`config.mk`:
```
export PLATFORM = sky130hd
export DESIGN_NAME = tcb_eval
export DESIGN_NICKNAME = d
export VERILOG_FILES = /design/src/rtl/tcb_pkg.sv /design/src/rtl/tcb_decode.sv /design/src/rtl/tcb_cond.sv /design/src/rtl/tcb_ptr.sv /design/src/rtl/tcb_eval.sv
export SDC_FILE = /design/constraint.sdc
export NUM_CORES = 1
export LEC_CHECK = 0
export BUFFER_PORTS_ARGS = -buffer_cell sky130_fd_sc_hd__buf_2
export CORE_MARGIN = 1.5
export CORE_UTILIZATION = 34
export CTS_CLUSTER_SIZE = 25
export DETAILED_ROUTE_END_ITERATION = 16
export SLEW_MARGIN = 5
export SYNTH_ARGS = -nofsm -noshare
export SYNTH_HDL_FRONTEND = slang
export SYNTH_HIERARCHICAL = 1
export SYNTH_SLANG_ARGS = --single-unit
```
`constraint.sdc`:
```
create_clock -name clk -period 5.1 [get_ports clk]
set_input_delay 0.255 -clock clk [delete_from_list [all_inputs] [get_ports clk]]
set_output_delay 0.255 -clock clk [all_outputs]
set_load 0.01 [all_outputs]
```
`src/rtl/tcb_pkg.sv`:
```
package tcb_pkg;
  localparam int CMD_W   = 8;
  localparam int OPR_W   = 24;
  localparam int DATA_W  = 8;
  localparam int PHASE_W = 3;

  typedef enum logic [1:0] {OP_JUMP = 2'd0, OP_CALL = 2'd1, OP_RETURN = 2'd2, OP_INT = 2'd3} tc_op_e;

  typedef struct packed {
    logic               type_ok;
    logic               rsvd_ok;
    logic               op_ok;
    tc_op_e             op;
    logic [PHASE_W-1:0] exp_phase;
    logic               on_true;
    logic               data_en;
    logic               phase_en;
    logic               wait_req;
    logic [DATA_W-1:0]  mask;
    logic [DATA_W-1:0]  cdata;
  } tc_fields_t;

  // a set mask bit removes that bit position from the compare
  function automatic logic masked_match(input logic [DATA_W-1:0] d,
                                        input logic [DATA_W-1:0] c,
                                        input logic [DATA_W-1:0] m);
    return ((d ^ c) & ~m) == '0;
  endfunction
endpackage

```
`src/rtl/tcb_decode.sv`:
```
module tcb_decode
  import tcb_pkg::*;
(
  input  logic [CMD_W-1:0] cmd,
  input  logic [OPR_W-1:0] opr,
  output tc_fields_t       f
);
  always_comb begin
    f.type_ok   = (cmd[7:6] == 2'b10);
    f.op_ok     = ~cmd[5];
    f.op        = tc_op_e'(cmd[4:3]);
    f.exp_phase = cmd[2:0];
    f.rsvd_ok   = (opr[23:20] == 4'd0);
    f.on_true   = opr[19];
    f.data_en   = opr[18];
    f.phase_en  = opr[17];
    f.wait_req  = opr[16];
    f.mask      = opr[15:8];
    f.cdata     = opr[7:0];
  end
endmodule

```
`src/rtl/tcb_cond.sv`:
```
module tcb_cond
  import tcb_pkg::*;
(
  input  tc_fields_t         f,
  input  logic [PHASE_W-1:0] phase,
  input  logic [DATA_W-1:0]  data,
  output logic               cond_true,
  output logic               take
);
  logic phase_ok, data_ok;
  always_comb begin
    phase_ok  = ~f.phase_en | (phase == f.exp_phase);
    data_ok   = ~f.data_en  | masked_match(data, f.cdata, f.mask);
    cond_true = phase_ok & data_ok;
    take      = (cond_true == f.on_true);
  end
endmodule

```
`src/rtl/tcb_ptr.sv`:
```
module tcb_ptr
  import tcb_pkg::*;
#(
  parameter int PTR_W = 32,
  parameter int STEP  = 8
) (
  input  tc_op_e           op,
  input  logic             take,
  input  logic             legal,
  input  logic [PTR_W-1:0] cur_ptr,
  input  logic [PTR_W-1:0] target,
  input  logic [PTR_W-1:0] ret_addr,
  output logic [PTR_W-1:0] seq_ptr,
  output logic [PTR_W-1:0] next_ptr,
  output logic             save_ret,
  output logic             raise_irq
);
  localparam logic [PTR_W-1:0] STEP_V = PTR_W'(STEP);
  logic go;
  always_comb begin
    seq_ptr   = cur_ptr + STEP_V;
    go        = legal & take;
    save_ret  = go & (op == OP_CALL);
    raise_irq = go & (op == OP_INT);
    if (!legal)          next_ptr = cur_ptr;
    else if (!take)      next_ptr = seq_ptr;
    else begin
      unique case (op)
        OP_JUMP, OP_CALL: next_ptr = target;
        OP_RETURN:        next_ptr = ret_addr;
        default:          next_ptr = seq_ptr;
      endcase
    end
  end
endmodule

```
`src/rtl/tcb_eval.sv`:
```
module tcb_eval
  import tcb_pkg::*;
#(
  parameter int PTR_W = 32,
  parameter int STEP  = 8
) (
  input  logic               clk,
  input  logic               rst_n,
  input  logic               instr_valid,
  input  logic [CMD_W-1:0]   cmd,
  input  logic [OPR_W-1:0]   operand,
  input  logic [PTR_W-1:0]   target,
  input  logic [PTR_W-1:0]   script_ptr,
  input  logic [PHASE_W-1:0] bus_phase,
  input  logic [DATA_W-1:0]  bus_data,
  input  logic               bus_req,
  output logic               busy,
  output logic               done,
  output logic               taken,
  output logic               illegal,
  output logic [PTR_W-1:0]   next_ptr,
  output logic               irq,
  output logic [PTR_W-1:0]   irq_vector,
  output logic               halted
);
  typedef enum logic {ST_IDLE = 1'b0, ST_WAIT = 1'b1} st_e;
  st_e state_q;

  logic [CMD_W-1:0] cmd_q;
  logic [OPR_W-1:0] opr_q;
  logic [PTR_W-1:0] tgt_q, ptr_q, ret_q;
  logic [CMD_W-1:0] cmd_s;
  logic [OPR_W-1:0] opr_s;
  logic [PTR_W-1:0] tgt_s, ptr_s;

  tc_fields_t f;
  logic accept, use_held, illegal_w, go_wait, fire;
  logic cond_w, take_w, save_ret, raise_irq;
  logic [PTR_W-1:0] seq_w, next_w;

  assign accept   = instr_valid & (state_q == ST_IDLE) & ~halted;
  assign use_held = (state_q == ST_WAIT);
  assign cmd_s    = use_held ? cmd_q : cmd;
  assign opr_s    = use_held ? opr_q : operand;
  assign tgt_s    = use_held ? tgt_q : target;
  assign ptr_s    = use_held ? ptr_q : script_ptr;

  tcb_decode u_dec (.cmd(cmd_s), .opr(opr_s), .f(f));

  assign illegal_w = ~(f.type_ok & f.rsvd_ok & f.op_ok);
  assign go_wait   = accept & ~illegal_w & f.wait_req;
  assign fire      = (accept & ~go_wait) | (use_held & bus_req);

  tcb_cond u_cond (.f(f), .phase(bus_phase), .data(bus_data),
                   .cond_true(cond_w), .take(take_w));

  tcb_ptr #(.PTR_W(PTR_W), .STEP(STEP)) u_ptr (
    .op(f.op), .take(take_w), .legal(~illegal_w), .cur_ptr(ptr_s),
    .target(tgt_s), .ret_addr(ret_q), .seq_ptr(seq_w), .next_ptr(next_w),
    .save_ret(save_ret), .raise_irq(raise_irq));

  always_ff @(posedge clk or negedge rst_n) begin
    if (!rst_n) begin
      state_q    <= ST_IDLE;
      cmd_q      <= '0;
      opr_q      <= '0;
      tgt_q      <= '0;
      ptr_q      <= '0;
      ret_q      <= '0;
      done       <= 1'b0;
      taken      <= 1'b0;
      illegal    <= 1'b0;
      next_ptr   <= '0;
      irq        <= 1'b0;
      irq_vector <= '0;
      halted     <= 1'b0;
    end else begin
      done <= fire;
      irq  <= fire & raise_irq;
      if (accept) begin
        cmd_q <= cmd;
        opr_q <= operand;
        tgt_q <= target;
        ptr_q <= script_ptr;
      end
      if (go_wait)                  state_q <= ST_WAIT;
      else if (use_held && bus_req) state_q <= ST_IDLE;
      if (fire) begin
        taken    <= take_w & ~illegal_w;
        illegal  <= illegal_w;
        next_ptr <= next_w;
        if (save_ret) ret_q <= seq_w;
        if (raise_irq) begin
          irq_vector <= tgt_s;
          halted     <= 1'b1;
        end
      end
    end
  end

  assign busy = (state_q == ST_WAIT);

  logic unused_cond;
  assign unused_cond = cond_w;
endmodule

```
==> summary by stage <==
Synth
The leading area contributor after synthesis is sky130_fd_sc_hd__dfrtp_1. The post-synthesis cell count is 1,104. The fraction of registers with async set/reset is 100%. Counting flops and latches in the post-synthesis netlist gives between 150 and 200. The number of nets in the synthesized netlist is about 1,200. The netlist uses ~60 different library cells. For this run, the number of Yosys warnings is 6. The number of enable-type register cells in the synthesized netlist is 0. For this run, the leading register cell type out of synthesis is sky130_fd_sc_hd__dfrtp_1. The commonest cells after synthesis are sky130_fd_sc_hd__nand2_1, sky130_fd_sc_hd__dfrtp_1, sky130_fd_sc_hd__mux2_2. Yosys attributes the largest share of cell area to sky130_fd_sc_hd__dfrtp_1, sky130_fd_sc_hd__mux2_2, sky130_fd_sc_hd__nand2_1, sky130_fd_sc_hd__mux2_4, sky130_fd_sc_hd__buf_4.

Among all cell types in the netlist, the one instantiated most often is sky130_fd_sc_hd__nand2_1. The share of the yosys chip area belonging to registers is 45.0%. The synthesized cell area is roughly 11,000 um2. Each instance of the synthesized netlist takes up on average roughly 10 um2. In this run the biggest area consumer among cell types represents 45.0% of the synthesized area.

Worst setup path
The endpoint class of the critical path is a register. STA classifies the critical path startpoint as a register. The data arrival time of the critical path is approximately 4800 ps. The data required time of the critical path is 5430 ps.

The setup path with the least slack is of type register to register. The highest net fanout along the worst path is 31.

Placement
Before CTS, the worst setup slack after placement is 635 ps. The final HPWL from detailed placement is 20,900 um. Input and output buffers added on the ports amount to 180. The congestion estimate from routability-driven global placement came to between 0.8 and 0.9.

Timing
The max-slew violation count came to 0. Setup slack on the critical path of the routed design comes to ~640 ps. The setup TNS is 0 ps. At the pin with the least slew margin, the transition time is 1230 ps.

Setup repair after global routing left no endpoint under its margin. The final hold violation count came to 0. The setup clock skew after layout is 10.7 ps.

The portion of the clock cycle consumed by the worst path in the final layout is around 90%. The peak clock frequency supported by timing is ~220 MHz. The count of endpoints failing setup in the final report is 0. The worst max-slew margin expressed relative to the limit is between 10% and 20%.

The final critical delay including setup and external delays is about 4500 ps.

Floorplan
The floorplan die area is between 30,000 and 40,000 um2. For this configuration, the core starts out at a cell density of a little over a third. The total I/O pin count is between 150 and 200. The die is ~180 um wide.

The floorplan step set the die height to around 180 um. The cell row count is 65. The placeable core region is approximately 32,000 um2.

GRT
The first global-routing pass estimated around 47,000 um of wire. After global routing the overflow that remains totals 0. The number of antenna violations at the first check in global routing came to 0. Global routing used 18.3% of the available tracks across all layers.

The number of global-route vias before repair is just over 8,000. The maximum number of pins on one net before global-route repair is 106.

Detailed routing
The total vias in the final route is approximately 8,300. The routed length on met2 is around 15,000 um. The initial DRC count is 560. The uppermost layer routed is met4. The routed design has between 30,000 and 40,000 um of wire. Dividing the detail-routed via count by the number of cells gives 5.02. The length of the first detailed-routing pass in iterations is 5. In the detailed route, the total length drawn on met3 is roughly 1300 um. Dividing the detail-routed wire length by the instance count gives between 15 and 20 um.

The count of nets left with antenna violations once routing finished came out at 0. For this block, wires on met1 add up to about 14,000 um. In the routed design, unresolved DRC markers number 0.

Clock tree
The CTS tree is yes. The clock passes through at most 2 buffers. The H-tree was split into 4 levels. CTS placed an instance of sky130_fd_sc_hd__clkbuf_16 at the clock tree root. The post-cts resize count is 0.

The buffer count from post-CTS setup fixing is 0. The number of buffers inserted by hold repair at cts is 8. Counting the buffers created by CTS gives 17. The clock sink count is around 200.

The clock latency of the later-clocked register in the worst-skew pair is 450 ps. Clock-pin slew was measured on the worst setup and hold paths at about 80 ps.

Power and ir drop
Net switching is 27.4% of the power. Of the total power, combinational logic draws between 10 and 15%. The clock network power share is about two fifths. The analysis attributes to cell leakage a power of approximately 6 nW. The part of the power in registers is a little under half. VDD sags by at most roughly 240 uV.

The net switching component of the power is a little over 1 mW. For this design the ratio of total power to cell area is roughly 290 nW/um2. Power comes to about 3.7 mW. Internal power comes to 2.70 mW.

Cells and area
At the end of the flow, the number of nets in the layout was approximately 1,300. The share of final-layout standard cells stronger than drive strength 1 is a little over a third. From synthesis to final layout, the design area changed by 15.4%. The antenna diode count is 0.

Outcome
The flow ran to the end, and the final reports show no timing, DRC or antenna violations.

Min path
The worst min-delay path category is input pin to register.

Flow run
Max-cap violations in this run came to 0.
-- layout make-up --
cell class / instances / area [um2]
multi-input combinational: 799 / 5450
fill: 3229 / 19000
clock buffer: 19 / 443
inverter: 11 / 41.3
tap: 402 / 503
timing repair buffer: 206 / 1150
sequential: 198 / 4960
clock inverter: 11 / 153
-- worst paths after layout --
path,slack [ps],start,cells after the start,endpoint
max in group asynchronous,3470,rst_n,3,ret_q[23]
setup / recovery,640,busy,13,ret_q[5]
hold reg to reg,470,ptr_q[14],2,ptr_q[14]
min in group asynchronous,460,rst_n,2,opr_q[7]
hold / removal,10,target[25],3,tgt_q[25]
setup reg to reg,640,busy,13,ret_q[5]
-- routing by layer --
layer / vias to the layer above / global-route usage (%)
met5: - / 0
met4: 0 / 4.82
met3: 20 / 2.62
met2: 202 / 30.3
met1: 4063 / 25.2
li1: 3980 / -
-- stage by stage --
stage	hold WS (ps)	util, %	cells	area, um2
after floorplan	-40.6	-	1104	11000
after global routing	2.03	40.0	1646	12700
after CTS	0.455	40.0	1645	12700
after global placement	441	37.9	1607	12000
final	12.9	40.0	1646	12700
after detailed placement	445	37.9	1607	12000
-- layout by cell type, fill, tap and decap left out, drive strengths merged, types with 20 or more instances in the layout --
cell type    n
nand2      319
mux2       193
xnor2       28
a21oi       37
o21ai       20
nor2        34
nor2b       26
buf        196
clkbuf      20
dfrtp      198
-- kinds of logic after synthesis --
kind of cell | count (synthesis) | synth area share, %
flip-flops | 198 | 45.0
multiplexers | 198 | 21.2
XOR/XNOR | 39 | 3.10
AND/OR/NAND/NOR | 454 | 18.5
adder cells (fa/ha/maj) | 1 | 0.114
buffers and inverters | 107 | 5.63
AO/OA/AOI/OAI | 107 | 6.48
-- power by group through the flow --
stage	clock (mW)	sequential, mW	combinational (mW)
finish	1.42	1.75	0.541
global placement	0	1.78	0.533
floorplan	0	1.79	0.318
CTS	1.45	1.76	0.550
detailed placement	0	1.78	0.542
global route	1.51	1.77	0.602
-- worst max-delay path, stage by stage, from the launching register on --
cell and delay (ps):
sky130_fd_sc_hd__dfrtp_4 690, sky130_fd_sc_hd__mux2_2 400, sky130_fd_sc_hd__xnor2_1 160, sky130_fd_sc_hd__o22ai_1 110, sky130_fd_sc_hd__or4_1 550, sky130_fd_sc_hd__a22oi_2 210
sky130_fd_sc_hd__xnor2_1 490, sky130_fd_sc_hd__nand2_1 140, sky130_fd_sc_hd__or2_2 360, sky130_fd_sc_hd__nor2_1 200, sky130_fd_sc_hd__and4bb_2 290, sky130_fd_sc_hd__a22oi_4 80
sky130_fd_sc_hd__buf_4 280, sky130_fd_sc_hd__mux2_1 360
-- registers in the layout (all words and copies together), names as in the netlist --
signal	count
taken	1
ptr_q	32
next_ptr	32
done	1
tgt_q	32
irq_vector	32
illegal	1
cmd_q	8
busy	1
ret_q	32
opr_q	24
halted	1
irq	1
(Power assumes the default switching activity.)
